File: config.mk
export PLATFORM = sky130hd
export DESIGN_NAME = hw_step_ctrl
export DESIGN_NICKNAME = d
export VERILOG_FILES = /design/src/rtl/hw_step_ctrl.sv
export SDC_FILE = /design/constraint.sdc
export NUM_CORES = 1
export LEC_CHECK = 0
export BUFFER_PORTS_ARGS = -buffer_cell sky130_fd_sc_hd__buf_2
export CAP_MARGIN = 0
export CORE_MARGIN = 4
export CORE_UTILIZATION = 36
export DETAILED_ROUTE_END_ITERATION = 10
export HOLD_SLACK_MARGIN = 0.08
export PLACE_DENSITY = 0.74
export RECOVER_POWER = 100
export SLEW_MARGIN = 25
export SYNTH_ARGS = -nofsm -noshare
export SYNTH_HDL_FRONTEND = slang
export SYNTH_SLANG_ARGS = --single-unit
export TNS_END_PERCENT = 10
File: constraint.sdc
create_clock -name clk -period 1.4 [get_ports clk]
set_input_delay 0.14 -clock clk [delete_from_list [all_inputs] [get_ports clk]]
set_output_delay 0.14 -clock clk [all_outputs]
set_load 0.05 [all_outputs]
File: src/rtl/hw_step_ctrl.sv
module hw_step_ctrl #(
  parameter int OPC_W = 4,
  parameter int STEPS = 8,
  parameter logic [OPC_W-1:0] OP_ADD = 1,
  parameter logic [OPC_W-1:0] OP_BR  = 2,
  parameter logic [OPC_W-1:0] OP_BRN = 3
) (
  input  logic             clk,
  input  logic             rst,
  input  logic [OPC_W-1:0] op_code,
  input  logic             neg_flag,
  input  logic             mem_done,
  output logic [STEPS-1:0] t_slot,
  output logic             pc_out,
  output logic             pc_in,
  output logic             mar_in,
  output logic             mem_read,
  output logic             carry_set,
  output logic             alu_add,
  output logic             z_in,
  output logic             z_out,
  output logic             mdr_out,
  output logic             ir_in,
  output logic             y_in,
  output logic             ptr_out,
  output logic             dst_out,
  output logic             dst_in,
  output logic             off_out,
  output logic             wait_mfc,
  output logic             end_step
);
  // STEPS must be at least 7 for the add sequence
  localparam int CW = (STEPS > 1) ? $clog2(STEPS) : 1;

  logic [CW-1:0] step_q;
  logic run;
  logic t1, t2, t3, t4, t5, t6, t7;
  logic i_add, i_br, i_brn, i_und, br_any;

  assign run = !(wait_mfc && !mem_done);

  always_ff @(posedge clk) begin
    if (rst)
      step_q <= '0;
    else if (run) begin
      if (end_step || step_q == CW'(STEPS-1))
        step_q <= '0;
      else
        step_q <= step_q + 1'b1;
    end
  end

  for (genvar g = 0; g < STEPS; g++) begin : g_slot
    assign t_slot[g] = (step_q == CW'(g));
  end

  assign t1 = t_slot[0];
  assign t2 = t_slot[1];
  assign t3 = t_slot[2];
  assign t4 = t_slot[3];
  assign t5 = t_slot[4];
  assign t6 = t_slot[5];
  assign t7 = t_slot[6];

  assign i_add  = (op_code == OP_ADD);
  assign i_br   = (op_code == OP_BR);
  assign i_brn  = (op_code == OP_BRN);
  assign i_und  = !(i_add || i_br || i_brn);
  assign br_any = i_br || i_brn;

  assign pc_out    = t1 | (t4 & br_any);
  assign pc_in     = t2 | (t6 & br_any);
  assign mar_in    = t1 | (t4 & i_add);
  assign mem_read  = t1 | (t4 & i_add);
  assign carry_set = t1;
  assign alu_add   = t1 | (t6 & i_add) | (t5 & br_any);
  assign z_in      = t1 | (t6 & i_add) | (t5 & br_any);
  assign z_out     = t2 | (t7 & i_add) | (t6 & br_any);
  assign mdr_out   = t3 | (t6 & i_add);
  assign ir_in     = t3;
  assign y_in      = (t5 & i_add) | (t4 & br_any);
  assign ptr_out   = t4 & i_add;
  assign dst_out   = t5 & i_add;
  assign dst_in    = t7 & i_add;
  assign off_out   = t5 & br_any;
  assign wait_mfc  = t2 | (t5 & i_add);
  assign end_step  = (t7 & i_add) | (t6 & i_br)
                   | (((t6 & neg_flag) | (t4 & !neg_flag)) & i_brn)
                   | (t4 & i_und);

  p_reset_t1_r1: assert property (@(posedge clk) rst |=> t_slot[0]);

  p_slot_onehot_r1: assert property (@(posedge clk) disable iff (rst)
    $onehot(t_slot));

  p_advance_r2: assert property (@(posedge clk) disable iff (rst)
    (!wait_mfc && !end_step && !t_slot[STEPS-1]) |=> (t_slot == ($past(t_slot) << 1)));

  p_end_wrap_r2: assert property (@(posedge clk) disable iff (rst)
    end_step |=> t_slot[0]);

  p_stall_hold_r3: assert property (@(posedge clk) disable iff (rst)
    (wait_mfc && !mem_done) |=> $stable(t_slot));

  p_one_driver_r9: assert property (@(posedge clk) disable iff (rst)
    $onehot0({pc_out, z_out, mdr_out, ptr_out, dst_out, off_out}));
endmodule

; ---- Word level (Yosys, flattened, before mapping)
; Cells that the tools add are included.
[word_totals]
word_cells = 48
reg_bits = 3
output_inout_bits = 25
input_bits = 8
[classes]
bitwise = 26
addsub = 1
eq_ne = 10
n_mux = 1
reduce_logical = 9
[ops]
columns = op, count
row1 = 1-bit OR, 14
row2 = 1-bit bitwise AND, 12
row3 = "3-bit equality test, second input constant", 4
row4 = "4-bit by 2-bit equality test with 1-bit output, second input constant", 2
row5 = "3-bit by 2-bit equality test with 1-bit output, second input constant", 2
row6 = "4-bit by 1-bit equality test with 1-bit output, second input constant", 1
row7 = 1-bit logical OR, 4
row8 = "3-bit by 1-bit adder with 3-bit output, second input constant", 1
row9 = "3-bit by 1-bit equality test with 1-bit output, second input constant", 1
row10 = 1-bit zero test, 3
row11 = 3-bit zero test, 1
row12 = 3-bit two-way mux, 1
row13 = 1-bit logical AND, 1

; ---- Depth between registers and ports, before layout
; Gate-level depths: netlist (run 1).
[depth]
depth_word = 8
mapped_depth = 7

; ---- Worst setup path after synthesis (run 1)
; Ideal clock, no wire load.
[synth_timing]
path_type = flip-flop to output port
start = register step_q[2]
end = output port z_in
t_required_ns = 1.260
stages_incl_launch_ff = 7
setup_slack_ns = -1.172
arrival_time_ns = 2.432
path_cell_list = dfxtp_1 > clkbuf_1 > nand2_1 > inv_1 > a22oi_1 > o31ai_1 > buf_4
[synth_between]
elab_chain_len = 4
word_cells_on_any_way = 7
classes_between = 2 x eq/ne / 4 x bitwise / 1 x reduce/logical
[synth_rtl]
columns = item, line
row1 = from (decl), 35  ; logic [CW-1:0] step_q;
row2 = from (signal assigned), 49  ; step_q <= step_q + 1'b1;
row3 = 3-bit equality test, 54  ; assign t_slot[g] = (step_q == CW'(g));
row4 = named net t6, 37  ; logic t1, t2, t3, t4, t5, t6, t7;
row5 = 1-bit bitwise AND, --
row6 = 1-bit OR (2 in a row), --
row7 = to (decl), 20  ; output logic z_in,
; The timed path passes the listed nets, and every way through them passes these cells.

; ---- Worst setup path in the final report (run 1)
[layout_timing]
start = register step_q[0]
end = output port z_out
[layout_between]
elab_chain_len = 4
word_cells_on_any_way = 7
classes_between = 3 x eq/ne / 4 x bitwise
[layout_rtl]
columns = item, line
row1 = 3-bit equality test, 54
row2 = 1-bit bitwise AND, 78  ; assign z_out = t2 | (t7 & i_add) | (t6 & br_any);
row3 = 1-bit OR, 78
row4 = 1-bit OR *, 78
row5 = to (decl), 21  ; output logic z_out,
; Mark *: on every way between the ends. The rest lies on a longest branch, timed or not.

==> results.py, run 1 <==
metrics = {
    "outcome": {
        "status": "finished with violations",
        "violations": "setup timing",
    },
    "synth": {
        "synth-seq-cells": 3,
        "synth-main-ff-cell": "dfxtp_1",
        "synth_nets": 81,
        "synth_area_leader_cell": "ha_1",
        "synth_simple_gate_area_frac": 0.3181,
        "synthTopCellsByArea": "ha_1, buf_4, dfxtp_1",
        "async_reset_ff_frac": 0,
        "synthAdderAreaFrac": 0.1527,
        "synthMuxAreaShare": 0,
        "yosys_warnings": 0,
        "yosysSeqAreaShare": 0.1221,
        "synth_xor_area_frac": 0,
        "ys_types": 30,
        "synth-compound-area-share": 0.1934,
        "synth_top_area_frac": 0.1527,
        "synth_top_family_by_area": "simple AND/OR/NAND/NOR gates",
        "synth_edf_count": 0,
        "synth_cells": 67,
        "netlist_area_um2": 491.7,
        "avgSynthCellArea_um2": 7.339,
        "synthTopCellsByCount": "buf_4, inv_1, nand2_1, ha_1, nor2_1",
    },
    "clock_tree": {
        "insertion_delay_ns": 0.24,
        "cts_tree": "built",
        "htreeDepth": 1,
        "hold_buffers": 0,
        "cts_sinks": 3,
        "cts_buffer_depth": 2,
        "root_buffer": "clkbuf_4",
        "clk_pin_slew_ns": 0.04,
        "cts_made_buffers": 3,
    },
    "sta": {
        "final.setup_skew_ns": 0.008510,
        "setup_viol": 23,
        "finalMaxSlewViolations": 0,
        "timing_worst_slew_pin_value_ns": 0.2827,
        "whs_ns": 0.3235,
        "slew_headroom": 0.8111,
        "fmax_mhz": 594.7,
        "period_share": 1.201,
        "rsz0062_at_grt": "true",
        "setup_ws_ns": -0.2816,
        "finalHoldViolCount": 0,
        "layout_min_cycle_time_ns": 1.682,
    },
    "floorplanning": {
        "fp-row-count": 13,
        "pin_count": 33,
        "dieArea_um2": 2021,
        "die_w_um": 44.96,
        "start_util": 0.3779,
        "die_y_um": 44.96,
        "core_um2": 1301,
    },
    "cells_and_area": {
        "stdcell_count": 134,
        "diodes": 0,
        "drive_above_1_share": 0.8487,
        "fillers": 47,
        "area_growth_syn_to_layout_pct": 147.8,
        "fin_area_um2": 1219,
        "largest_reg_flops": 3,
        "largestRegisters": "step_q (3)",
        "regMostFlops": "step_q",
        "final_net_count": 134,
    },
    "critical_path": {
        "path_max_fanout": 4,
        "worst_setup_path_end_kind": "output port",
        "reg2reg_slack_ns": -0.21,
        "critical_path_buf_inv_count": 2,
        "cp_top_family": "simple AND/OR/NAND/NOR gates",
        "required_ns": 1.26,
        "ff2ff_path_depth": 6,
        "cp.arrival_ns": 1.54,
        "r2r_start": "step_q[0]",
        "crit_chain": "inv_2 -> ha_2 -> and2_4 -> and3_4 -> or2_4 -> buf_8",
        "max_stage_delay_ns": 0.38,
        "slowest_stage": "dfxtp_4",
        "start_kind": "flop",
        "timing.rr.end": "step_q[0]",
        "critPathKind": "reg -> out",
    },
    "hold_path": {
        "min_path_cells": 3,
        "hp-class": "in -> reg",
        "hp-start": "rst",
        "hold_end": "step_q[0]",
    },
    "global_route": {
        "grt_max_degree": 8,
        "antenna_found_initial": 0,
        "grt_pass1_vias": 693,
        "grt_overflow_total": 0,
        "grt.total_usage": 0.2199,
        "grt_pass1_wl_um": 3201,
    },
    "detailed_routing": {
        "routedWlPerCell_um": 17.98,
        "drt-pass1-iter-count": 4,
        "ant_nets": 0,
        "via_count": 719,
        "drtIter0Drc": 15,
        "drt-total-wl_um": 2409,
        "drc_errors": 0,
        "vias_per_cell": 5.366,
    },
    "job": {
        "drv_cap": 0,
    },
    "power_and_ir_drop": {
        "power.density_nw_per_um2": 1269,
        "ir_drop_mv": 1.046,
        "p_leak_nw": 0.5850,
    },
    "placement": {
        "gp_congestion": 0.8028,
        "io_buffers": 32,
        "dp_cells": 122,
        "dp_hpwl_um": 1235,
        "placed_area_um2": 824.5,
    },
}
## power by group
| part | internal, mW | leakage [nW] | switching [mW] |
|---|---|---|---|
| clock network | 0.107 | 0.0150 | 0.0541 |
| logic | 0.526 | 0.544 | 0.728 |
| registers | 0.105 | 0.0259 | 0.0264 |
| total | 0.738 | 0.585 | 0.808 |
## how the worst max path moves through the flow
stage	startpoint	to	slack [ns]	cells after the start
after floorplan	step_q[1]	z_in	-0.27	7
after global placement	op_code[1]	step_q[0]	-0.19	5
after detailed placement	step_q[1]	end_step	-0.25	7
after CTS	step_q[1]	mem_read	-0.26	7
after global routing	step_q[0]	end_step	-0.36	7
final	step_q[0]	z_out	-0.28	6
## cell families after synthesis
kind of cell,count (synthesis)
simple gates,27
buf+inv,19
compound gates,12
fa+ha+maj,6
flops,3
## metal layers
| layer | vias to the layer above | GRT usage | wire (um) |
|---|---|---|---|
| li1 | 327 | - | - |
| met1 | 347 | 0.2086 | 813 |
| met2 | 37 | 0.4520 | 1359 |
| met3 | 8 | 0.01992 | 174 |
| met4 | 0 | 0.1053 | 62 |
| met5 | - | 0 | 0 |
## area by class of cell
type                       count  area (um2)  area share
multi-input combinational     45       524.3      0.4302
timing repair buffer          58       541.8      0.4446
clock buffer                   4       26.28     0.02156
tap                           15       18.77     0.01540
inverter                       9       40.04     0.03285
sequential                     3       67.56     0.05544
## placed cells by master, fill, tap and decap left out, drive strengths merged, types with 2 or more instances in the layout
cell type   n
nor2b       2
nand2       7
buf        58
and2        2
or2         2
a32o        2
ha          6
and3        2
clkbuf      4
dfxtp       3
inv         8
nor2        4
## what timing repair did
item | 4_1_cts | 5_1_grt
pin swaps | 13 | 5
buffers inserted | 4 | 4
gates cloned | 0 | 0
gates resized for setup | 64 | 24
endpoints found under the setup margin | 26 | 28
## tightest hold or removal path: stages
cell	delay, ns
buf_2	0.15
nor4b_4	0.06
a22o_1	0.17
## metrics by stage
step / TNS, ns / utilization / worst slack [ns] / power [mW]
floorplan: -2.026 / - / -0.2665 / 0.8941
global placement: -1.099 / 0.6337 / -0.1920 / 1.033
detailed placement: -1.414 / 0.6337 / -0.2549 / 1.046
CTS: -3.089 / 0.8558 / -0.2565 / 1.446
global route: -5.314 / 0.9365 / -0.3586 / 1.619
finish: -3.629 / 0.9365 / -0.2816 / 1.546
Note: power is estimated with default switching activity, not from simulation.
==> run 2: changes to the inputs <==
--- a/config.mk
+++ b/config.mk
@@ -7,7 +7,7 @@
 export LEC_CHECK = 0
 export BUFFER_PORTS_ARGS = -buffer_cell sky130_fd_sc_hd__buf_2
 export CAP_MARGIN = 0
-export CORE_MARGIN = 4
+export CORE_MARGIN = 2
 export CORE_UTILIZATION = 36
 export DETAILED_ROUTE_END_ITERATION = 10
 export HOLD_SLACK_MARGIN = 0.08
==> run 2 against run 1 <==
  * The flow still finishes with violations (setup timing)
  * Maximum frequency grew 0.70%
  * Wire length shrank 17%
  * Clock power shrank 3%
  * Non-clock buffer count shrank 4
  * Die area shrank 17%
  * Worst setup slack gained 0.012 ns
  * Design area shrank 2.4%
  * Critical path depth grew 1
  * Critical path type unchanged
==> results.py, run 2 (synthesized netlist as in run 1, its figures left out) <==
metrics = {
    "clock_tree": {
        "clk_pin_slew_ns": 0.04,
        "htreeDepth": 1,
        "hold_buffers": 0,
        "cts_made_buffers": 3,
        "cts_sinks": 3,
        "insertion_delay_ns": 0.23,
        "cts_buffer_depth": 2,
        "cts_tree": "built",
        "root_buffer": "clkbuf_4",
    },
    "sta": {
        "final.setup.tns_ns": -3.100,
        "layout_min_cycle_time_ns": 1.670,
        "setup_viol": 20,
        "timing_worst_slew_pin_value_ns": 0.2545,
        "slew_headroom": 0.8315,
        "finalMaxSlewViolations": 0,
        "rsz0062_at_grt": "true",
        "finalHoldViolCount": 0,
        "fmax_mhz": 598.9,
        "final.setup_skew_ns": 0.002207,
        "period_share": 1.193,
        "setup_ws_ns": -0.2698,
        "whs_ns": 0.3117,
    },
    "power_and_ir_drop": {
        "combPwrFrac": 0.807,
        "pwr-share-clk": 0.103,
        "power.density_nw_per_um2": 1281,
        "p_seq_frac": 0.089,
        "switchingPower_mw": 0.7991,
        "ir_drop_mv": 0.8353,
        "power_mw": 1.525,
        "netSwitchingFraction": 0.5240,
        "p_int_mw": 0.7258,
        "p_leak_nw": 0.5606,
    },
    "outcome": {
        "violations": "setup timing",
        "status": "finished with violations",
    },
    "cells_and_area": {
        "multiInputGateArea_um2": 524.3,
        "largestRegisters": "step_q (3)",
        "largest_reg_flops": 3,
        "fillers": 44,
        "regMostFlops": "step_q",
        "seqCellArea_um2": 67.56,
        "area_growth_syn_to_layout_pct": 142.0,
        "drive_above_1_share": 0.8261,
        "final_net_count": 130,
        "stdcell_count": 130,
        "mostFrequentLayoutCells": "buf_4, buf_6, buf_2",
        "diodes": 0,
    },
    "detailed_routing": {
        "drtIter0Drc": 7,
        "vias_per_cell": 5.008,
        "drc_errors": 0,
        "drt-pass1-iter-count": 2,
        "ant_nets": 0,
        "via_count": 651,
        "routedWlPerCell_um": 15.46,
        "drt-total-wl_um": 2010,
    },
    "floorplanning": {
        "die_y_um": 40.96,
        "core_um2": 1285,
        "start_util": 0.3827,
        "dieArea_um2": 1677,
        "die_w_um": 40.96,
        "pin_count": 33,
        "fp-row-count": 13,
    },
    "critical_path": {
        "critPathKind": "reg -> out",
        "path_max_fanout": 4,
        "cp.arrival_ns": 1.53,
        "cp_common_cell": "buf_6",
        "required_ns": 1.26,
        "critical_path_buf_inv_count": 3,
        "worst_setup_path_end_kind": "output port",
        "start_kind": "flop",
        "max_stage_delay_ns": 0.39,
        "crit_chain": "buf_6 -> ha_4 -> nand2_4 -> o2111ai_2 -> o221ai_2 -> inv_1 -> buf_6",
        "slowest_stage": "dfxtp_4",
        "cp_top_family": "flip-flops",
    },
    "job": {
        "drv_cap": 0,
    },
    "placement": {
        "dp_cells": 122,
        "gp_congestion": 0.8136,
        "io_buffers": 32,
        "dp_hpwl_um": 1228,
    },
    "global_route": {
        "grt_pass1_vias": 550,
        "antenna_found_initial": 0,
        "grt_max_degree": 8,
        "grt_overflow_total": 0,
        "grt_pass1_wl_um": 2421,
        "grt.total_usage": 0.2343,
    },
    "hold_path": {
        "hp-class": "in -> reg",
    },
}
run 2: changes by cell type in the layout (fill, tap and decap cells not counted), sizes merged:
cell / previous run / this run
buf: 58 / 54
run 2: area by class of cell:
type | instances | area share
Multi-Input combinational cell | 45 | 0.4406
Timing Repair Buffer | 54 | 0.4290
Sequential cell | 3 | 0.05678
Inverter | 9 | 0.03575
Clock buffer | 4 | 0.02208
Tap cell | 15 | 0.01577
run 2: worst register-to-register path: cells and delay by family (launching register included):
kind	cells	cell delay (ns)
simple gates	2	0.55
flops	1	0.39
compound gates	2	0.35
fa+ha+maj	1	0.15
buf+inv	1	0.12
run 2: stage by stage:
stage	util	cell area (um2)	setup WS (ns)
after floorplan	-	603.1	-0.2665
after global placement	0.6514	837.1	-0.1995
after detailed placement	0.6514	837.1	-0.2395
after CTS	0.8384	1077	-0.2531
after global routing	0.9260	1190	-0.3167
final	0.9260	1190	-0.2698
run 2: what timing repair did:
item / in CTS / in global routing
setup endpoints to repair: 26 / 27
setup buffers: 2 / 2
pin swaps: 12 / 10
resized for setup: 60 / 23
run 2: power groups by stage:
stage          clock network [mW]  logic [mW]  registers, mW
4_1_cts                     0.162        1.14          0.128
3_3_place_gp                    0       0.912          0.122
5_1_grt                     0.170        1.28          0.137
6_report                    0.157        1.23          0.136
2_1_floorplan                   0       0.775          0.119
3_5_place_dp                    0       0.925          0.122
run 2: metal layers:
| layer | vias up | wire, um | global-route usage |
|---|---|---|---|
| li1 | 320 | - | - |
| met4 | 0 | 27 | 0.1917 |
| met5 | - | 0 | 0 |
| met3 | 2 | 62 | 0.03261 |
| met1 | 307 | 677 | 0.2208 |
| met2 | 22 | 1243 | 0.4375 |
run 2: worst paths after layout:
kind | startpoint | end | slack [ns] | cells after the start
setup / recovery | step_q[0] | end_step | -0.27 | 7
hold / removal | rst | step_q[0] | 0.31 | 3
setup reg to reg | step_q[0] | step_q[0] | -0.26 | 6
hold reg to reg | step_q[1] | step_q[1] | 0.56 | 1
==> run 3: changes to the inputs <==
--- a/config.mk
+++ b/config.mk
@@ -5,13 +5,13 @@
 export SDC_FILE = /design/constraint.sdc
 export NUM_CORES = 1
 export LEC_CHECK = 0
-export BUFFER_PORTS_ARGS = -buffer_cell sky130_fd_sc_hd__buf_2
+export BUFFER_PORTS_ARGS = -buffer_cell sky130_fd_sc_hd__buf_4
 export CAP_MARGIN = 0
 export CORE_MARGIN = 2
 export CORE_UTILIZATION = 36
 export DETAILED_ROUTE_END_ITERATION = 10
 export HOLD_SLACK_MARGIN = 0.08
-export PLACE_DENSITY = 0.74
+export PLACE_DENSITY_LB_ADDON = 0.05
 export RECOVER_POWER = 100
 export SLEW_MARGIN = 25
 export SYNTH_ARGS = -nofsm -noshare
==> run 3 against run 2 <==
  * The run still ends with setup timing left
  * Register-to-register slack better by 0.06 ns
  * Core utilization down 0.88 points
  * Sequential share of layout area up 0.054 points
  * Non-clock buffer count up 4
  * Wire length up 5.4%
  * Via count up 6.8%
  * Sequential power about the same
  * Flip-flop and latch count unchanged
  * Worst setup slack worse by 0.0074 ns
==> results.py, run 3 (synthesized netlist as in run 1, its figures left out) <==
metrics = {
    "outcome": {
        "status": "finished with violations",
        "violations": "setup timing",
    },
    "cells_and_area": {
        "mostFrequentLayoutCells": "buf_4, buf_6, inv_1, ha_4, buf_8",
        "regMostFlops": "step_q",
        "utilization": 0.9172,
        "mostFrequentLayoutCell": "buf_4",
        "largest_reg_flops": 3,
        "diodes": 0,
        "drive_above_1_share": 0.7899,
        "final_net_count": 134,
        "area_growth_syn_to_layout_pct": 139.7,
        "largestRegisters": "step_q (3)",
        "stdcell_count": 134,
    },
    "power_and_ir_drop": {
        "p_seq_frac": 0.088,
        "switchingPower_mw": 0.7903,
        "ir_drop_mv": 0.8022,
        "pwr-share-clk": 0.096,
        "combPwrFrac": 0.816,
        "p_int_mw": 0.7356,
        "power.density_nw_per_um2": 1295,
        "netSwitchingFraction": 0.5179,
        "p_leak_nw": 0.5740,
    },
    "sta": {
        "fmax_mhz": 596.2,
        "setup_ws_ns": -0.2773,
        "finalMaxSlewViolations": 0,
        "rsz0062_at_grt": "true",
        "finalHoldViolCount": 0,
        "period_share": 1.198,
        "layout_min_cycle_time_ns": 1.677,
        "timing_worst_slew_pin_value_ns": 0.3286,
        "final.setup_skew_ns": 0.0005524,
        "slew_headroom": 0.7805,
        "setup_viol": 22,
    },
    "global_route": {
        "grt_pass1_wl_um": 2484,
        "grt_pass1_vias": 607,
        "antenna_found_initial": 0,
        "grt.total_usage": 0.2260,
        "grt_overflow_total": 0,
        "grt_max_degree": 7,
    },
    "hold_path": {
        "hp-class": "in -> reg",
    },
    "critical_path": {
        "cp.arrival_ns": 1.54,
        "start_kind": "flop",
        "required_ns": 1.26,
        "worst_setup_path_end_kind": "output port",
        "path_max_fanout": 4,
        "critPathKind": "reg -> out",
    },
    "placement": {
        "dp_hpwl_um": 1301,
        "dp_cells": 124,
        "io_buffers": 32,
        "gp_congestion": 0.7186,
    },
    "clock_tree": {
        "insertion_delay_ns": 0.23,
        "cts_sinks": 3,
        "cts_made_buffers": 3,
        "root_buffer": "clkbuf_4",
        "clk_pin_slew_ns": 0.03,
        "htreeDepth": 1,
        "cts_buffer_depth": 2,
        "cts_tree": "built",
    },
    "floorplanning": {
        "die_w_um": 40.96,
        "core_um2": 1285,
        "fp-row-count": 13,
        "die_y_um": 40.96,
        "pin_count": 33,
        "start_util": 0.3827,
        "dieArea_um2": 1677,
    },
    "detailed_routing": {
        "drt-pass1-iter-count": 4,
        "via_count": 695,
        "routedWlPerCell_um": 15.81,
        "vias_per_cell": 5.187,
        "drt-total-wl_um": 2119,
        "drtIter0Drc": 11,
        "drc_errors": 0,
        "ant_nets": 0,
    },
    "job": {
        "drv_cap": 0,
    },
}
-- run 3: final timing paths --
check | from | end | slack [ns] | cells past startpoint
max reg2reg | step_q[1] | step_q[0] | -0.20 | 6
max | step_q[2] | mar_in | -0.28 | 5
min | rst | step_q[0] | 0.30 | 3
min reg2reg | step_q[0] | step_q[0] | 0.68 | 2
-- run 3: critical path: stages, from the launching register on --
cell     delay [ns]
dfxtp_1        0.40
inv_1          0.12
ha_4           0.19
and3_4         0.17
or2_4          0.27
buf_8          0.15
-- run 3: layout make-up --
class	instances	area, um2
clock buffers	4	26.28
fillers	47	106.4
inverters	9	42.54
multi-input cells	45	494.2
flip-flops and latches	3	67.56
well taps	15	18.77
repair buffers	58	529.3
-- run 3: metrics by stage --
step | hold slack (ns) | area, um2 | setup WS [ns] | setup TNS, ns | total power, mW
3_3_place_gp | 0.5094 | 919.6 | -0.2203 | -1.045 | 1.124
2_1_floorplan | 0.3726 | 603.1 | -0.2665 | -2.026 | 0.8941
3_5_place_dp | 0.5075 | 919.6 | -0.2323 | -1.261 | 1.129
6_report | 0.2955 | 1179 | -0.2773 | -3.681 | 1.526
5_1_grt | 0.2964 | 1179 | -0.3028 | -4.591 | 1.583
4_1_cts | 0.2687 | 1094 | -0.2625 | -3.775 | 1.442
-- run 3: power by group through the flow --
stage | clock network (mW) | registers, mW | logic (mW)
final | 0.147 | 0.134 | 1.24
after CTS | 0.154 | 0.130 | 1.16
after global placement | 0 | 0.120 | 1.00
after floorplan | 0 | 0.119 | 0.775
after detailed placement | 0 | 0.120 | 1.01
after global routing | 0.156 | 0.134 | 1.29
-- run 3: layer usage --
metal  vias up  GRT usage  routed length (um)
met5         -          0                   0
met4         0     0.1333                  25
met3         4    0.04348                 126
met2        26     0.4258                1162
met1       339     0.2226                 804
li1        326          -                   -
-- run 3: what timing repair did --
action / in CTS / in global routing
hold buffers: 0 / 0
setup endpoints to repair: 22 / 25
pin swaps: 9 / 3
buffers inserted: 3 / 3
gates resized for setup: 30 / 16
